[src/rtl/ras_pkg.sv]
package ras_pkg;
  localparam int unsigned RAS_DEPTH  = 16;
  localparam int unsigned RAS_PTR_W  = $clog2(RAS_DEPTH);
  localparam int unsigned RAS_ADDR_W = 32;

  typedef logic [RAS_PTR_W-1:0]  ras_ptr_t;
  typedef logic [RAS_ADDR_W-1:0] ras_addr_t;

  // circular successor of a stack index
  function automatic ras_ptr_t ptr_next(input ras_ptr_t p);
    if (p == ras_ptr_t'(RAS_DEPTH - 1)) return '0;
    return p + 1'b1;
  endfunction

  // circular predecessor of a stack index
  function automatic ras_ptr_t ptr_prev(input ras_ptr_t p);
    if (p == '0) return ras_ptr_t'(RAS_DEPTH - 1);
    return p - 1'b1;
  endfunction
endpackage

[src/rtl/ras_ctrl.sv]
module ras_ctrl
  import ras_pkg::*;
(
  input  logic      sel,
  input  logic      push,
  input  logic      pop,
  input  logic      fix,
  input  ras_ptr_t  ptr_q,
  input  ras_addr_t push_addr,
  input  ras_ptr_t  fix_idx,
  input  ras_addr_t fix_addr,
  output ras_ptr_t  ptr_d,
  output logic      wr_en,
  output ras_ptr_t  wr_idx,
  output ras_addr_t wr_data
);
  ras_ptr_t after_pop;

  always_comb begin
    after_pop = pop ? ptr_prev(ptr_q) : ptr_q;
    ptr_d     = ptr_q;
    wr_en     = 1'b0;
    wr_idx    = ptr_q;
    wr_data   = push_addr;
    if (sel) begin
      if (fix) begin
        ptr_d   = fix_idx;
        wr_en   = 1'b1;
        wr_idx  = fix_idx;
        wr_data = fix_addr;
      end else if (push) begin
        ptr_d   = ptr_next(after_pop);
        wr_en   = 1'b1;
        wr_idx  = ptr_next(after_pop);
      end else begin
        ptr_d   = after_pop;
      end
    end
  end
endmodule

[src/rtl/ras_store.sv]
module ras_store
  import ras_pkg::*;
(
  input  logic      clk,
  input  logic      rst_n,
  input  logic      sel,
  input  logic      push,
  input  logic      pop,
  input  logic      fix,
  input  ras_addr_t push_addr,
  input  ras_ptr_t  fix_idx,
  input  ras_addr_t fix_addr,
  output ras_addr_t top_addr,
  output ras_ptr_t  top_idx
);
  localparam ras_ptr_t LAST = ras_ptr_t'(RAS_DEPTH - 1);

  ras_ptr_t  ptr_q, ptr_d;
  logic      wr_en;
  ras_ptr_t  wr_idx;
  ras_addr_t wr_data;
  ras_addr_t ent_q [RAS_DEPTH];

  ras_ctrl u_ctrl (
    .sel(sel), .push(push), .pop(pop), .fix(fix), .ptr_q(ptr_q),
    .push_addr(push_addr), .fix_idx(fix_idx), .fix_addr(fix_addr),
    .ptr_d(ptr_d), .wr_en(wr_en), .wr_idx(wr_idx), .wr_data(wr_data)
  );

  always_ff @(posedge clk) begin
    if (!rst_n) ptr_q <= '0;
    else        ptr_q <= ptr_d;
  end

  for (genvar e = 0; e < RAS_DEPTH; e++) begin : g_ent
    always_ff @(posedge clk) begin
      if (!rst_n)                                ent_q[e] <= '0;
      else if (wr_en && wr_idx == ras_ptr_t'(e)) ent_q[e] <= wr_data;
    end
  end

  assign top_addr = ent_q[ptr_q];
  assign top_idx  = ptr_q;


  push_adv_chk: assert property (@(posedge clk) disable iff (!rst_n)
    sel && push && !pop && !fix |=>
      (($past(ptr_q) == LAST) ? (ptr_q == '0) : (ptr_q == $past(ptr_q) + 1'b1)));

  push_val_chk: assert property (@(posedge clk) disable iff (!rst_n)
    sel && push && !fix |=> top_addr == $past(push_addr));

  pop_back_chk: assert property (@(posedge clk) disable iff (!rst_n)
    sel && pop && !push && !fix |=>
      (($past(ptr_q) == '0) ? (ptr_q == LAST) : (ptr_q + 1'b1 == $past(ptr_q))));

  pushpop_chk: assert property (@(posedge clk) disable iff (!rst_n)
    sel && push && pop && !fix |=> ptr_q == $past(ptr_q));

  fix_chk: assert property (@(posedge clk) disable iff (!rst_n)
    sel && fix |=> ptr_q == $past(fix_idx) && top_addr == $past(fix_addr));

  other_thr_chk: assert property (@(posedge clk) disable iff (!rst_n)
    !sel |=> $stable(ptr_q) && $stable(top_addr));

  idle_chk: assert property (@(posedge clk) disable iff (!rst_n)
    sel && !push && !pop && !fix |=> $stable(ptr_q) && $stable(top_addr));
endmodule

[src/rtl/ras_repair_top.sv]
module ras_repair_top
  import ras_pkg::*;
#(
  parameter int unsigned NUM_THREADS = 2,
  localparam int unsigned TID_W = (NUM_THREADS > 1) ? $clog2(NUM_THREADS) : 1
)(
  input  logic                  clk,
  input  logic                  rst_n,
  input  logic [TID_W-1:0]      thr_id,
  input  logic                  push_en,
  input  logic [RAS_ADDR_W-1:0] push_addr,
  input  logic                  pop_en,
  input  logic                  fix_en,
  input  logic [RAS_PTR_W-1:0]  fix_idx,
  input  logic [RAS_ADDR_W-1:0] fix_addr,
  output logic [RAS_ADDR_W-1:0] top_addr,
  output logic [RAS_PTR_W-1:0]  top_idx
);
  ras_addr_t t_addr [NUM_THREADS];
  ras_ptr_t  t_idx  [NUM_THREADS];
  logic [NUM_THREADS-1:0] thr_sel;

  for (genvar t = 0; t < NUM_THREADS; t++) begin : g_thr
    assign thr_sel[t] = (thr_id == TID_W'(t));
    ras_store u_store (
      .clk(clk), .rst_n(rst_n), .sel(thr_sel[t]),
      .push(push_en), .pop(pop_en), .fix(fix_en),
      .push_addr(push_addr), .fix_idx(fix_idx), .fix_addr(fix_addr),
      .top_addr(t_addr[t]), .top_idx(t_idx[t])
    );
  end

  always_comb begin
    top_addr = '0;
    top_idx  = '0;
    for (int t = 0; t < NUM_THREADS; t++) begin
      if (thr_sel[t]) begin
        top_addr = t_addr[t];
        top_idx  = t_idx[t];
      end
    end
  end


  one_thr_chk: assert property (@(posedge clk) disable iff (!rst_n)
    $onehot0(thr_sel));
endmodule

[config.mk]
export PLATFORM = sky130hd
export DESIGN_NAME = ras_repair_top
export DESIGN_NICKNAME = d
export VERILOG_FILES = /design/src/rtl/ras_pkg.sv /design/src/rtl/ras_ctrl.sv /design/src/rtl/ras_store.sv /design/src/rtl/ras_repair_top.sv
export SDC_FILE = /design/constraint.sdc
export NUM_CORES = 1
export LEC_CHECK = 0
export ABC_AREA = 1
export BUFFER_PORTS_ARGS = -buffer_cell sky130_fd_sc_hd__buf_2
export CORE_MARGIN = 4
export CORE_UTILIZATION = 45
export CTS_BUF_LIST = sky130_fd_sc_hd__clkbuf_4 sky130_fd_sc_hd__clkbuf_8
export DETAILED_ROUTE_END_ITERATION = 16
export PLACE_DENSITY = 0.67
export SLEW_MARGIN = 20
export SYNTH_ARGS = -nofsm -noshare
export SYNTH_HDL_FRONTEND = slang
export SYNTH_HIERARCHICAL = 1
export SYNTH_SLANG_ARGS = --single-unit
[constraint.sdc]
create_clock -name clk -period 5.8 [get_ports clk]
set_input_delay 1.16 -clock clk [delete_from_list [all_inputs] [get_ports clk]]
set_output_delay 1.16 -clock clk [all_outputs]
set_load 0.005 [all_outputs]
Word-level counts from Yosys, hierarchy flattened
Memory sizes are Yosys's and may differ from the RTL's. A register that Yosys moved wholly into a read port is not among the register bits. Index checks and enable logic that the tools add are counted.

Bitwise operators: 32. Add/subtract/negate cells: 4. Equal/unequal tests: 32. Reduce and logical (&&, ||, !) cells: 36. Mux-type cells: 172.

Operator list (number): 32-bit two-way mux (36); 1-bit two-way mux (111); 4-bit two-way mux (25); 4-bit == test, second input constant (18); 4-bit by 3-bit == test with 1-bit output, second input constant (8); 1-bit logical AND (32); 1-bit bitwise OR (32); 4-bit by 2-bit == test with 1-bit output, second input constant (4); 4-bit zero test (4); 4-bit by 1-bit adder with 4-bit output, second input constant (2); 4-bit by 1-bit == test with 1-bit output, second input constant (2); 4-bit by 1-bit subtractor with 4-bit output, second input constant (2).

RAM bits: 1024. Memories: 2. Register bits after elaboration: 8. Output and inout port bits: 36. Word-level logic and storage cells: 280. Input port bits: 74.

Memories: g_thr[0].u_store.ent_q (words 16, bits a word 32, rd ports 1, clocked after Yosys merged registers in 1, wr ports 16, RTL line ras_store.sv:22) `ras_addr_t ent_q [RAS_DEPTH];`; g_thr[1].u_store.ent_q (words 16, bits a word 32, rd ports 1, clocked after Yosys merged registers in 1, wr ports 16, RTL line ras_store.sv:22).

Longest topological paths before layout
Depth after elaboration: 19. Gate-level depth with buffers: 20. Mapped depth without buffers: 19.

Cells and area by module
Netlist, hierarchy kept.

Modules (own cells, without submodules): ras_store (g_thr[0].u_store) (sequential area each 15454.8 sq um, cells an instance 2761, instances 1, area an instance 24587.3 sq um); ras_store (g_thr[1].u_store) (sequential area each 15454.8 sq um, cells an instance 2761, instances 1, area an instance 24584.8 sq um); ras_ctrl (g_thr[0].u_store.u_ctrl) (sequential area each 0.0 sq um, cells an instance 183, instances 1, area an instance 799.5 sq um); ras_ctrl (g_thr[1].u_store.u_ctrl) (sequential area each 0.0 sq um, cells an instance 119, instances 1, area an instance 780.7 sq um); ras_repair_top (sequential area each 0.0 sq um, cells an instance 116, instances 1, area an instance 481.7 sq um).

Least setup slack after synthesis
Ideal clock, no wire load.

Path type: input port to flip-flop. Start: input pop_en. End: memory g_thr[1].u_store/ent_q[13][0] (netlist bit), enable pin. Library setup time: 0.466 ns. Arrival time: 4.885 ns. Path slack: 0.449 ns. Buffers on the path: 0. Data required time: 5.334 ns. Cell stages on the path: 16. Cells stage by stage: nand2_1 > nor2_1 > a21oi_2 > inv_1 > ha_1 > inv_1 > o21ai_2 > nand2_1 > nand2_1 > nand2_1 > nand2_1 > o21ai_1 > inv_1 > nor2_1 > nand2_1 > o21ai_0.

RTL lines: start, declared (RTL line ras_repair_top.sv:12) `input logic pop_en,`; end, declared (RTL line ras_store.sv:22).

==> metrics.txt <==
Area Growth Syn to Fin 10.0%; Placed Cells a little over 7000; Leak Pwr ~0.025 µW; Pins Over Slew Limit 0; total number of vias roughly 40000; minimum clock period 4.87 ns; status complete, no violations; clock buffer depth 3; crit path cell chain inv_8 -> buf_12 -> nand2_1 -> nand2_1 -> nand2_1 -> nand3_1 -> nand3_1 -> nand2_1 -> nand2_1 -> nand2_1 -> buf_2; CTS tree built; CP max-delay cell inv_8; register area share after synthesis 0.603; setup total negative slack 0 ns; H-tree depth 4; CP arrival approximately 3.7 ns; Netlist cell types 34; setup repair bufs after CTS 0; Register Area 30900 µm²; Avg Inst Size Synth 8.63 µm²; Crit Path Max Fanout 150; total grt overflow 0; Max-slew headroom 0.230; fmax 205 MHz; Routed WL 158 mm; vias in the first global route 37957; Synth top area share 0.600; largest net degree at the start of global routing 190; WP data required 4.64 ns; Crit Path Category reg -> out; DRC viols 0; Final setup viols 0; DP HPWL around 92 mm; Core ar. between 100000 and 150000 µm²; Inserted Clock Buffers 173; EDFF count, synth 1024; placer congestion estimate 0.835; post-route clock period utilization 0.839; Port Buffers 109; post-CTS sizing 0; clock root cell clkbuf_8; Post-DRT Antenna Nets 0; FP Rows approximately 120; Final nets 6006; pwr dens 305 nW/µm²; Clock Skews between 0.05 and 0.06 ns; Total GRT Usage 0.259; Most common cell on crit path nand2_1; CP peak stage delay 0.69 ns; actual slew at the worst max-slew pin 1.15 ns; ys async rst share 0; Die Y approximately 350 µm; most area-hungry cell type in the Yosys netlist edfxtp_1; count leader, synth nand2_1; YS warnings 6; endpoints failing hold 0; first-pass GRT wire length 236 mm; drt first pass iters 6; final worst setup slack 0.933 ns; cells after synthesis just under 6000; cts hold-fix bufs 0; pre-CTS setup slack between 1 and 1.5 ns; Ports 110; Max-cap violations 0; routed length per instance 20.9 µm; CP endpoint kind output pin; Synth area leaders edfxtp_1 60%, nand2_1 12%, nand3_1 7.7%; layout cells sized above 1 0.0915; initial antenna violation count 4; Sink Count 1032; Syn Nets 6018; DP Area 53100 µm²; worst skew pair latency 0.89 ns; CP Launch Type register; RSZ-0062 raised after global routing false; Synth Register Bits approximately 1000; Top FF cell, synth edfxtp_1; Finished Cell Area 56400 µm²; total power 17200 µW; mean number of vias per cell about 5.3; Mapped Area roughly 50000 µm²; top cells by count, synth 1660 x nand2_1, 1046 x nor2_1, 1024 x edfxtp_1; DR iter-0 viols ~4700; Clock Pin Slew Worst Setup and Hold Paths 0.06 ns; fillers 10391; die area 119000 µm²; peak supply drop 0.186 mV; area of the multi-input gates ~15000 µm²; min-delay worst type reg -> reg; Die X-Extent 345 µm; starting density of the core 0.454; Non-Filler Instances ~7500
-- layer usage --
layer	wire, µm	global-route usage	up-vias
li1	-	-	18615
met2	72900	0.412	2167
met5	12	0	-
met4	6940	0.109	2
met1	60400	0.342	18904
met3	17700	0.0590	411
-- sequential cells by signal, summed over array words and instances (netlist names) --
name                   count
g_thr.u_store/ent_q     1024
g_thr.u_store/top_idx      8
-- kinds of logic after synthesis --
group | Yosys count | share of synthesized area
AO/OA/AOI/OAI | 51 | 0.00581
AND/OR/NAND/NOR | 3528 | 0.280
buffers and inverters | 1293 | 0.103
multiplexers | 32 | 0.00703
flip-flops | 1032 | 0.603
adder cells (fa/ha/maj) | 4 | 0.000977
-- placed cells by master, fill, tap and decap left out, types with 2 or more instances in the layout --
cell type / instances
clkinv_2: 9
o21ai_4: 17
mux2_2: 2
inv_6: 5
buf_2: 108
nor2_1: 1046
a21boi_0: 3
a21oi_1: 5
edfxtp_1: 1024
dfxtp_2: 2
buf_12: 21
o21ai_0: 9
nand3_2: 17
nand3_1: 776
clkbuf_8: 173
inv_12: 4
dfxtp_4: 6
inv_1: 884
nand2_2: 23
buf_4: 81
o21ai_1: 10
clkbuf_4: 59
o211ai_1: 2
mux2_1: 30
inv_2: 6
nand2_1: 1643
clkinv_1: 34
ha_1: 4
nand4_1: 16
inv_8: 6
inv_4: 2
clkinv_8: 3
nor3_4: 4
-- report_power, final --
group          leakage, µW  internal (µW)  switching, µW
Clock              0.00170           3180           3000
Combinational       0.0130            574           1780
Sequential          0.0107           8550            111
-- final timing paths --
kind	startpoint	end	slack (ns)	cells after the start
hold / removal	g_thr[0].u_store/top_idx[3]	g_thr[0].u_store/top_idx[3]	0.66	4
setup reg to reg	g_thr[1].u_store/top_idx[0]	g_thr[1].u_store/ent_q[1][12]	1.48	18
setup / recovery	g_thr[1].u_store/top_idx[0]	top_addr[9]	0.93	11
hold reg to reg	g_thr[0].u_store/top_idx[3]	g_thr[0].u_store/top_idx[3]	0.66	4
-- per-stage QoR --
step,hold WS (ns),utilization
global placement,0.640,0.471
floorplan,0.576,-
CTS,0.660,0.499
global route,0.712,0.500
detailed placement,0.647,0.471
finish,0.663,0.500
-- layout make-up --
class | count | area share
Antenna cell | 1 | 0.0000444
Clock buffer | 232 | 0.0501
Clock inverter | 59 | 0.00664
Inverter | 895 | 0.0600
Multi-Input combinational cell | 3615 | 0.273
Sequential cell | 1032 | 0.549
Tap cell | 1500 | 0.0333
Timing Repair Buffer | 211 | 0.0283
-- critical path, delay by kind of cell, from the launching register on --
family | cells | cell delay, ns
simple gates | 8 | 0.98
flops | 1 | 0.53
buf+inv | 3 | 1.18
(Power assumes the default switching activity.)
